`config.mk`:
```
export PLATFORM = sky130hd
export DESIGN_NAME = pcm_tsa
export DESIGN_NICKNAME = d
export VERILOG_FILES = /design/src/rtl/pcm_tsa_pkg.sv /design/src/rtl/pcm_tsa_ctrl.sv /design/src/rtl/pcm_tsa_dp.sv /design/src/rtl/pcm_tsa.sv
export SDC_FILE = /design/constraint.sdc
export NUM_CORES = 1
export LEC_CHECK = 0
export BUFFER_PORTS_ARGS = -buffer_cell sky130_fd_sc_hd__buf_2
export CAP_MARGIN = 15
export CORE_MARGIN = 3
export CORE_UTILIZATION = 40
export CTS_CLUSTER_DIAMETER = 120
export CTS_CLUSTER_SIZE = 30
export DETAILED_ROUTE_END_ITERATION = 8
export GPL_ROUTABILITY_DRIVEN = 0
export PLACE_DENSITY = 0.72
export SLEW_MARGIN = 15
export SYNTH_ARGS = -nofsm -noshare
export SYNTH_HDL_FRONTEND = slang
export SYNTH_HIERARCHICAL = 1
export SYNTH_SLANG_ARGS = --single-unit
```
`constraint.sdc`:
```
create_clock -name clk -period 8.85 [get_ports clk]
set_input_delay 0.885 -clock clk [delete_from_list [all_inputs] [get_ports clk]]
set_output_delay 0.885 -clock clk [all_outputs]
set_load 0.005 [all_outputs]
```
`src/rtl/pcm_tsa_pkg.sv`:
```
package pcm_tsa_pkg;
  localparam int NUM_HWY = 2;
  localparam int LIN_W = 16;
  localparam int CMP_W = 8;
  localparam int IDX_W = $clog2(LIN_W);

  // control-to-datapath strobes, valid for one system clock
  typedef struct packed {
    logic frameStart;  // active edge that begins a frame
    logic advance;     // active edge that ends the current serial bit
    logic update;      // transmit outputs take the next bit
  } tsa_strobe_t;

  // per-channel result of matching the frame position against a slot
  typedef struct packed {
    logic             hit;   // position lies inside this channel's slot(s)
    logic             last;  // final bit of the channel's word
    logic [IDX_W-1:0] idx;   // word bit carried by this position
  } slot_hit_t;
endpackage

```
`src/rtl/pcm_tsa_ctrl.sv`:
```
module pcm_tsa_ctrl
  import pcm_tsa_pkg::*;
#(
  parameter int CNT_W = 11
) (
  input  logic             clk,
  input  logic             rstN,
  input  logic             cfgHalfRate,
  input  logic             cfgFallEdge,
  input  logic             bitClk,
  input  logic             frameSync,
  output tsa_strobe_t      strb,
  output logic [CNT_W-1:0] curCnt,
  output logic [CNT_W-1:0] nxtCnt
);
  localparam logic [CNT_W-1:0] CNT_IDLE = '1;

  logic bclkQ;
  logic fsPrev;
  logic halfPh;
  logic tick;
  logic [CNT_W-1:0] cnt;

  always_comb begin
    tick = cfgFallEdge ? (bclkQ & ~bitClk) : (~bclkQ & bitClk);
    strb.frameStart = tick & frameSync & ~fsPrev;
    // the counter parks at all-ones when no frame is running, which lies outside every slot
    strb.advance = tick & ~strb.frameStart & (~cfgHalfRate | halfPh) & (cnt != CNT_IDLE);
    strb.update = strb.frameStart | strb.advance;
  end

  assign curCnt = cnt;
  assign nxtCnt = strb.frameStart ? '0 : cnt + 1'b1;

  always_ff @(posedge clk or negedge rstN) begin
    if (!rstN) begin
      bclkQ  <= 1'b0;
      fsPrev <= 1'b0;
      halfPh <= 1'b0;
      cnt    <= CNT_IDLE;
    end else begin
      bclkQ <= bitClk;
      if (tick) fsPrev <= frameSync;
      if (strb.frameStart) begin
        cnt    <= '0;
        halfPh <= 1'b0;
      end else if (tick) begin
        halfPh <= cfgHalfRate & ~halfPh;
        if (strb.advance) cnt <= cnt + 1'b1;
      end
    end
  end
endmodule

```
`src/rtl/pcm_tsa_dp.sv`:
```
module pcm_tsa_dp
  import pcm_tsa_pkg::*;
#(
  parameter int NUM_CH = 8,
  parameter int SLOT_W = 7,
  parameter int OFS_W  = 3,
  parameter int CNT_W  = SLOT_W + 4
) (
  input  logic                      clk,
  input  logic                      rstN,
  input  tsa_strobe_t               strb,
  input  logic [CNT_W-1:0]          curCnt,
  input  logic [CNT_W-1:0]          nxtCnt,
  input  logic                      cfgLinear,
  input  logic [OFS_W-1:0]          cfgOffset,
  input  logic [NUM_CH*SLOT_W-1:0]  chTxSlot,
  input  logic [NUM_CH*SLOT_W-1:0]  chRxSlot,
  input  logic [NUM_CH-1:0]         chTxHwy,
  input  logic [NUM_CH-1:0]         chRxHwy,
  input  logic [NUM_CH*LIN_W-1:0]   txSample,
  input  logic [NUM_HWY-1:0]        rxIn,
  output logic [NUM_HWY-1:0]        txOut,
  output logic [NUM_HWY-1:0]        txOe,
  output logic [NUM_CH*LIN_W-1:0]   rxSample,
  output logic [NUM_CH-1:0]         rxValid
);
  // frame position c versus slot s; the position excludes the programmed delay
  function automatic slot_hit_t decodeSlot(input logic [CNT_W-1:0] c,
                                           input logic [SLOT_W-1:0] s,
                                           input logic lin,
                                           input logic [OFS_W-1:0] ofs);
    slot_hit_t r;
    logic [CNT_W-1:0] pos;
    logic [SLOT_W:0]  diff;
    logic [2:0]       b;
    logic             inRange;
    pos     = c - CNT_W'(ofs);
    inRange = (c >= CNT_W'(ofs)) && !pos[CNT_W-1];
    diff    = {1'b0, pos[CNT_W-2:3]} - {1'b0, s};
    b       = pos[2:0];
    r.hit   = inRange && ((diff == '0) || (lin && (diff == (SLOT_W+1)'(1))));
    r.last  = (b == 3'd7) && (!lin || diff[0]);
    r.idx   = {lin && (diff == '0), ~b};
    return r;
  endfunction

  slot_hit_t          txHit   [NUM_CH];
  slot_hit_t          rxHit   [NUM_CH];
  logic [LIN_W-1:0]   txWord  [NUM_CH];
  logic [LIN_W-1:0]   wordNow [NUM_CH];
  logic [LIN_W-1:0]   rxShift [NUM_CH];
  logic [LIN_W-1:0]   rxWord  [NUM_CH];
  logic               rxStb   [NUM_CH];
  logic [NUM_HWY-1:0] rxQ;
  logic [NUM_HWY-1:0] selOn;
  logic [NUM_HWY-1:0] selBit;

  // value of each receive line just before the edge now being handled
  always_ff @(posedge clk or negedge rstN) begin
    if (!rstN) rxQ <= '0;
    else       rxQ <= rxIn;
  end

  for (genvar g = 0; g < NUM_CH; g++) begin : g_ch
    logic rxBit;
    assign txHit[g]   = decodeSlot(nxtCnt, chTxSlot[g*SLOT_W +: SLOT_W], cfgLinear, cfgOffset);
    assign rxHit[g]   = decodeSlot(curCnt, chRxSlot[g*SLOT_W +: SLOT_W], cfgLinear, cfgOffset);
    assign wordNow[g] = strb.frameStart ? txSample[g*LIN_W +: LIN_W] : txWord[g];
    assign rxBit      = rxQ[chRxHwy[g]];

    always_ff @(posedge clk or negedge rstN) begin
      if (!rstN) begin
        txWord[g]  <= '0;
        rxShift[g] <= '0;
        rxWord[g]  <= '0;
        rxStb[g]   <= 1'b0;
      end else begin
        rxStb[g] <= 1'b0;
        if (strb.frameStart) txWord[g] <= txSample[g*LIN_W +: LIN_W];
        if (strb.advance && rxHit[g].hit) begin
          rxShift[g] <= {rxShift[g][LIN_W-2:0], rxBit};
          if (rxHit[g].last) begin
            rxStb[g]  <= 1'b1;
            rxWord[g] <= cfgLinear ? {rxShift[g][LIN_W-2:0], rxBit}
                                   : {{(LIN_W-CMP_W){1'b0}}, rxShift[g][CMP_W-2:0], rxBit};
          end
        end
      end
    end

    assign rxSample[g*LIN_W +: LIN_W] = rxWord[g];
    assign rxValid[g]                 = rxStb[g];
  end

  // walk from the highest channel down so the lowest claimant is written last
  always_comb begin
    selOn  = '0;
    selBit = '0;
    for (int ch = NUM_CH - 1; ch >= 0; ch--) begin
      if (txHit[ch].hit) begin
        selOn[chTxHwy[ch]]  = 1'b1;
        selBit[chTxHwy[ch]] = wordNow[ch][txHit[ch].idx];
      end
    end
  end

  always_ff @(posedge clk or negedge rstN) begin
    if (!rstN) begin
      txOut <= '0;
      txOe  <= '0;
    end else if (strb.update) begin
      txOut <= selBit;
      txOe  <= selOn;
    end
  end
endmodule

```
`src/rtl/pcm_tsa.sv`:
```
module pcm_tsa
  import pcm_tsa_pkg::*;
#(
  parameter int NUM_CH = 8,
  parameter int SLOT_W = 7,
  parameter int OFS_W  = 3
) (
  input  logic                     clk,
  input  logic                     rstN,
  input  logic                     cfgLinear,
  input  logic                     cfgHalfRate,
  input  logic                     cfgFallEdge,
  input  logic [OFS_W-1:0]         cfgOffset,
  input  logic [NUM_CH*SLOT_W-1:0] chTxSlot,
  input  logic [NUM_CH*SLOT_W-1:0] chRxSlot,
  input  logic [NUM_CH-1:0]        chTxHwy,
  input  logic [NUM_CH-1:0]        chRxHwy,
  input  logic [NUM_CH*LIN_W-1:0]  txSample,
  input  logic                     bitClk,
  input  logic                     frameSync,
  input  logic [NUM_HWY-1:0]       rxIn,
  output logic [NUM_HWY-1:0]       txOut,
  output logic [NUM_HWY-1:0]       txOe,
  output logic [NUM_HWY-1:0]       slotIndN,
  output logic [NUM_CH*LIN_W-1:0]  rxSample,
  output logic [NUM_CH-1:0]        rxValid
);
  localparam int CNT_W = SLOT_W + 4;

  tsa_strobe_t      strb;
  logic [CNT_W-1:0] curCnt;
  logic [CNT_W-1:0] nxtCnt;

  pcm_tsa_ctrl #(.CNT_W(CNT_W)) u_ctrl (
    .clk(clk), .rstN(rstN), .cfgHalfRate(cfgHalfRate), .cfgFallEdge(cfgFallEdge),
    .bitClk(bitClk), .frameSync(frameSync), .strb(strb), .curCnt(curCnt), .nxtCnt(nxtCnt)
  );

  pcm_tsa_dp #(.NUM_CH(NUM_CH), .SLOT_W(SLOT_W), .OFS_W(OFS_W), .CNT_W(CNT_W)) u_dp (
    .clk(clk), .rstN(rstN), .strb(strb), .curCnt(curCnt), .nxtCnt(nxtCnt),
    .cfgLinear(cfgLinear), .cfgOffset(cfgOffset), .chTxSlot(chTxSlot), .chRxSlot(chRxSlot),
    .chTxHwy(chTxHwy), .chRxHwy(chRxHwy), .txSample(txSample), .rxIn(rxIn),
    .txOut(txOut), .txOe(txOe), .rxSample(rxSample), .rxValid(rxValid)
  );

  assign slotIndN = ~txOe;
endmodule

```
==> run summary <==
Status - completed
Initial core utilization - 40.7%
Drt total wl - 58600 µm
Initial antenna violation count - 17
Slew headroom - 26.3%
Largest net degree at the start of global routing - 175
Final period utilization - 72.6%
Sink Count - 404
Critical path class - primary input to flip-flop
Dpl hpwl - 45000 µm
Postcts setup bufs - 0
Dpl cell area - 25400 µm²
Clock transition at path regs - 0.12 ns
FF+latch count, synth - 404
CTS tree - built
Post-DR vias/cell - 5.29
Final setup fails - 0
Vias in the first global route - 17250
Port Buf Inserts - 409
Vias post-DR - 16435
Peak Freq - 0.156 GHz
H-tree levels - 1
Synth top area share - 43.6%
EDFF count, synth - 0
Final hold violation count - 0
Slew @ Worst Pin - 1.09 ns
Core ar. - 55400 µm²
Metal-1 WL - 24000 µm
Area of the multi-input gates - 11300 µm²
Width of the die - 243 µm
Row count - 86
Area growth, synth to finish - 14.8%
CP Launch Type - primary input
Die area - 59300 µm²
First-pass GRT wire length - 91700 µm
Required time worst endpoint - 9.28 ns
Setup TNS - 0 ns
I/O pins - 410
Compound-gate portion of the synthesized area - 7.55%
Yosys warns - 6
Top cells by count, synth - 393 x dfrtp_1, 320 x mux2_2, 215 x inv_1
Top layer in use - met5
CTS buffer count - 17
Worst skew pair latency - 0.54 ns
Ys async rst share - 100%
Max-slew violations - 0
Register area - 10100 µm²
Worst-path fanout max - 81
Worst hold slack - 0.362 ns
Clock buffer depth - 3
Met2 WL - 28400 µm
Syn nets - 2366
Fraction of layout cells with a size suffix above 1 - 35.7%
FILL cells - 5037
Die Y - 243 µm
CTS resizes - 0
Fin area - 25900 µm²
Metal3 WL - 3970 µm
Final #Nets - 2752
Avg WL per Cell - 18.9 µm
Leak Pwr - 12.8 nW
Crit path largest cell delay - 0.75 ns
Clock period minus worst slack - 6.42 ns
Post-synthesis sequential area ratio - 44.9%
Worst Clk Skew - 0.0163 ns
RSZ-0062 raised after global routing - no
Grt total ovfl - 0
Max VDD drop - 0.000163 V
Crit. End Element - flip-flop
Max-Cap Viols - 0
DR iter-0 viols - 1055
Syn Std Cell Area - 22600 µm²
CP max stage cell - buf_4
# hold bufs at CTS - 0
Post-synth top flop - dfrtp_1
Post-synthesis mux area share - 23.0%
Syn_area_per_cell - 11.5 µm²
Most common cell in the netlist - dfrtp_1
Post-Synth Simple-Gate Area - 8.28%
Synth Area in XOR/XNOR - 2.87%
Cells after Synth - 1961
Post-synthesis cell type with the largest combined area - dfrtp_1
Pre-antenna DRT Iters - 5
Area contributors post-synth - dfrtp_1 44%, mux2_2 16%, ha_1 6.6%, mux2i_1 5.6%, inv_1 3.6%
WP data arrival - 6.86 ns
Critical path cell sequence - buf_2 -> nor3b_2 -> o21bai_1 -> inv_4 -> buf_4 -> nor2_1 -> nor4_1 -> nand2_1 -> xnor2_1 -> buf_4 -> ha_1 -> or4b_2 -> a221oi_1 -> a21o_1 -> nand4b_1 -> or4b_2 -> a211oi_1 -> nor3_1 -> nor2b_1 -> nand3b_1
Adder-cell area share of the yosys netlist - 8.20%
Yosys cell types - 84
P per Cell Area - 229 nW/µm²
Root Driver - clkbuf_16
ANT nets after route - 0
Hold crit path type - primary input to async pin
GRT Total Usage - 19.2%
Main combinational cell family by area after synthesis - multiplexers
# DRC - 0
Reg2Reg Depth - 19
## worst paths after layout
kind	from	end	slack, ns
worst min-delay path	rstN	u_dp/rxSample[70]	0.36
worst min register to register	u_dp/rxSample[23]	u_dp/rxSample[23]	0.50
max in group asynchronous	rstN	u_dp/txWord[6]	6.33
min in group clk	rxIn[0]	u_dp/rxQ[0]	0.44
worst max register to register	u_ctrl/bclkQ	u_dp/txOut[1]	2.44
worst max-delay path	cfgFallEdge	u_dp/txOut[1]	2.43
## flip-flops by register name, summed over array words and instances, names as in the netlist
name	count
u_dp/rxShift	120
u_dp/rxQ	2
u_dp/rxValid	8
u_ctrl/bclkQ	1
u_dp/rxSample	128
u_ctrl/fsPrev	1
u_ctrl/halfPh	1
u_dp/txWord	128
u_dp/txOe	2
u_dp/txOut	2
u_ctrl/curCnt	11
## cells in the final DEF (no fill, tap or decap), types with 24 or more instances in the layout
| cell | netlist | routed |
|---|---|---|
| xnor2_1 | 45 | 44 |
| mux2i_1 | 127 | 127 |
| xor2_1 | 29 | 28 |
| inv_1 | 215 | 214 |
| buf_2 | 13 | 407 |
| nor3_1 | 24 | 24 |
| ha_1 | 119 | 118 |
| buf_4 | 5 | 24 |
| nand2_1 | 111 | 111 |
| nor2_1 | 80 | 80 |
| a21o_1 | 38 | 38 |
| a21oi_1 | 68 | 68 |
| mux2_2 | 320 | 320 |
| o21ai_0 | 28 | 28 |
| dfrtp_1 | 393 | 393 |
## where the power goes
| group | internal (W) | leakage, nW | switching, W |
|---|---|---|---|
| logic | 0.00125 | 7.53 | 0.00164 |
| registers | 0.00202 | 4.99 | 0.0000644 |
| clock network | 0.000371 | 0.233 | 0.000571 |
## layer usage
layer	GRT usage [%]	up-vias
met4	6.45	20
met5	0	-
met2	33.5	548
li1	-	7611
met3	4.25	140
met1	23.4	8116
## metrics by stage
step	instances	worst slack (ns)	utilization, %	total power (W)
floorplan	1961	2.94	-	0.00415
global placement	3076	2.06	45.8	0.00485
detailed placement	3076	1.90	45.8	0.00500
CTS	3100	2.45	46.7	0.00597
global route	3107	1.90	46.7	0.00633
finish	3107	2.43	46.7	0.00593
## layout make-up
class / count / area share [%]
multi-input combinational: 1275 / 43.5
sequential: 404 / 39.1
timing repair buffer: 433 / 8.70
tap: 748 / 3.61
inverter: 216 / 3.14
clock buffer: 21 / 1.74
clock inverter: 3 / 0.101
antenna: 7 / 0.0676
## cell families (layout without fill, tap and decap cells)
logic type | after synthesis | after routing
xor+xnor | 74 | 74
fa+ha+maj | 137 | 137
mux | 463 | 463
buf+inv | 282 | 673
compound gates | 241 | 241
flops | 404 | 404
other cells | 0 | 7
simple gates | 360 | 360
## worst max-delay path, delay by kind of cell
kind | cells | cell delay (ns)
AO/OA/AOI/OAI | 4 | 1.16
AND/OR/NAND/NOR | 10 | 3.08
XOR/XNOR | 1 | 0.17
adder cells (fa/ha/maj) | 1 | 0.28
buffers and inverters | 4 | 1.25
Note: power is estimated with default switching activity, not from simulation.
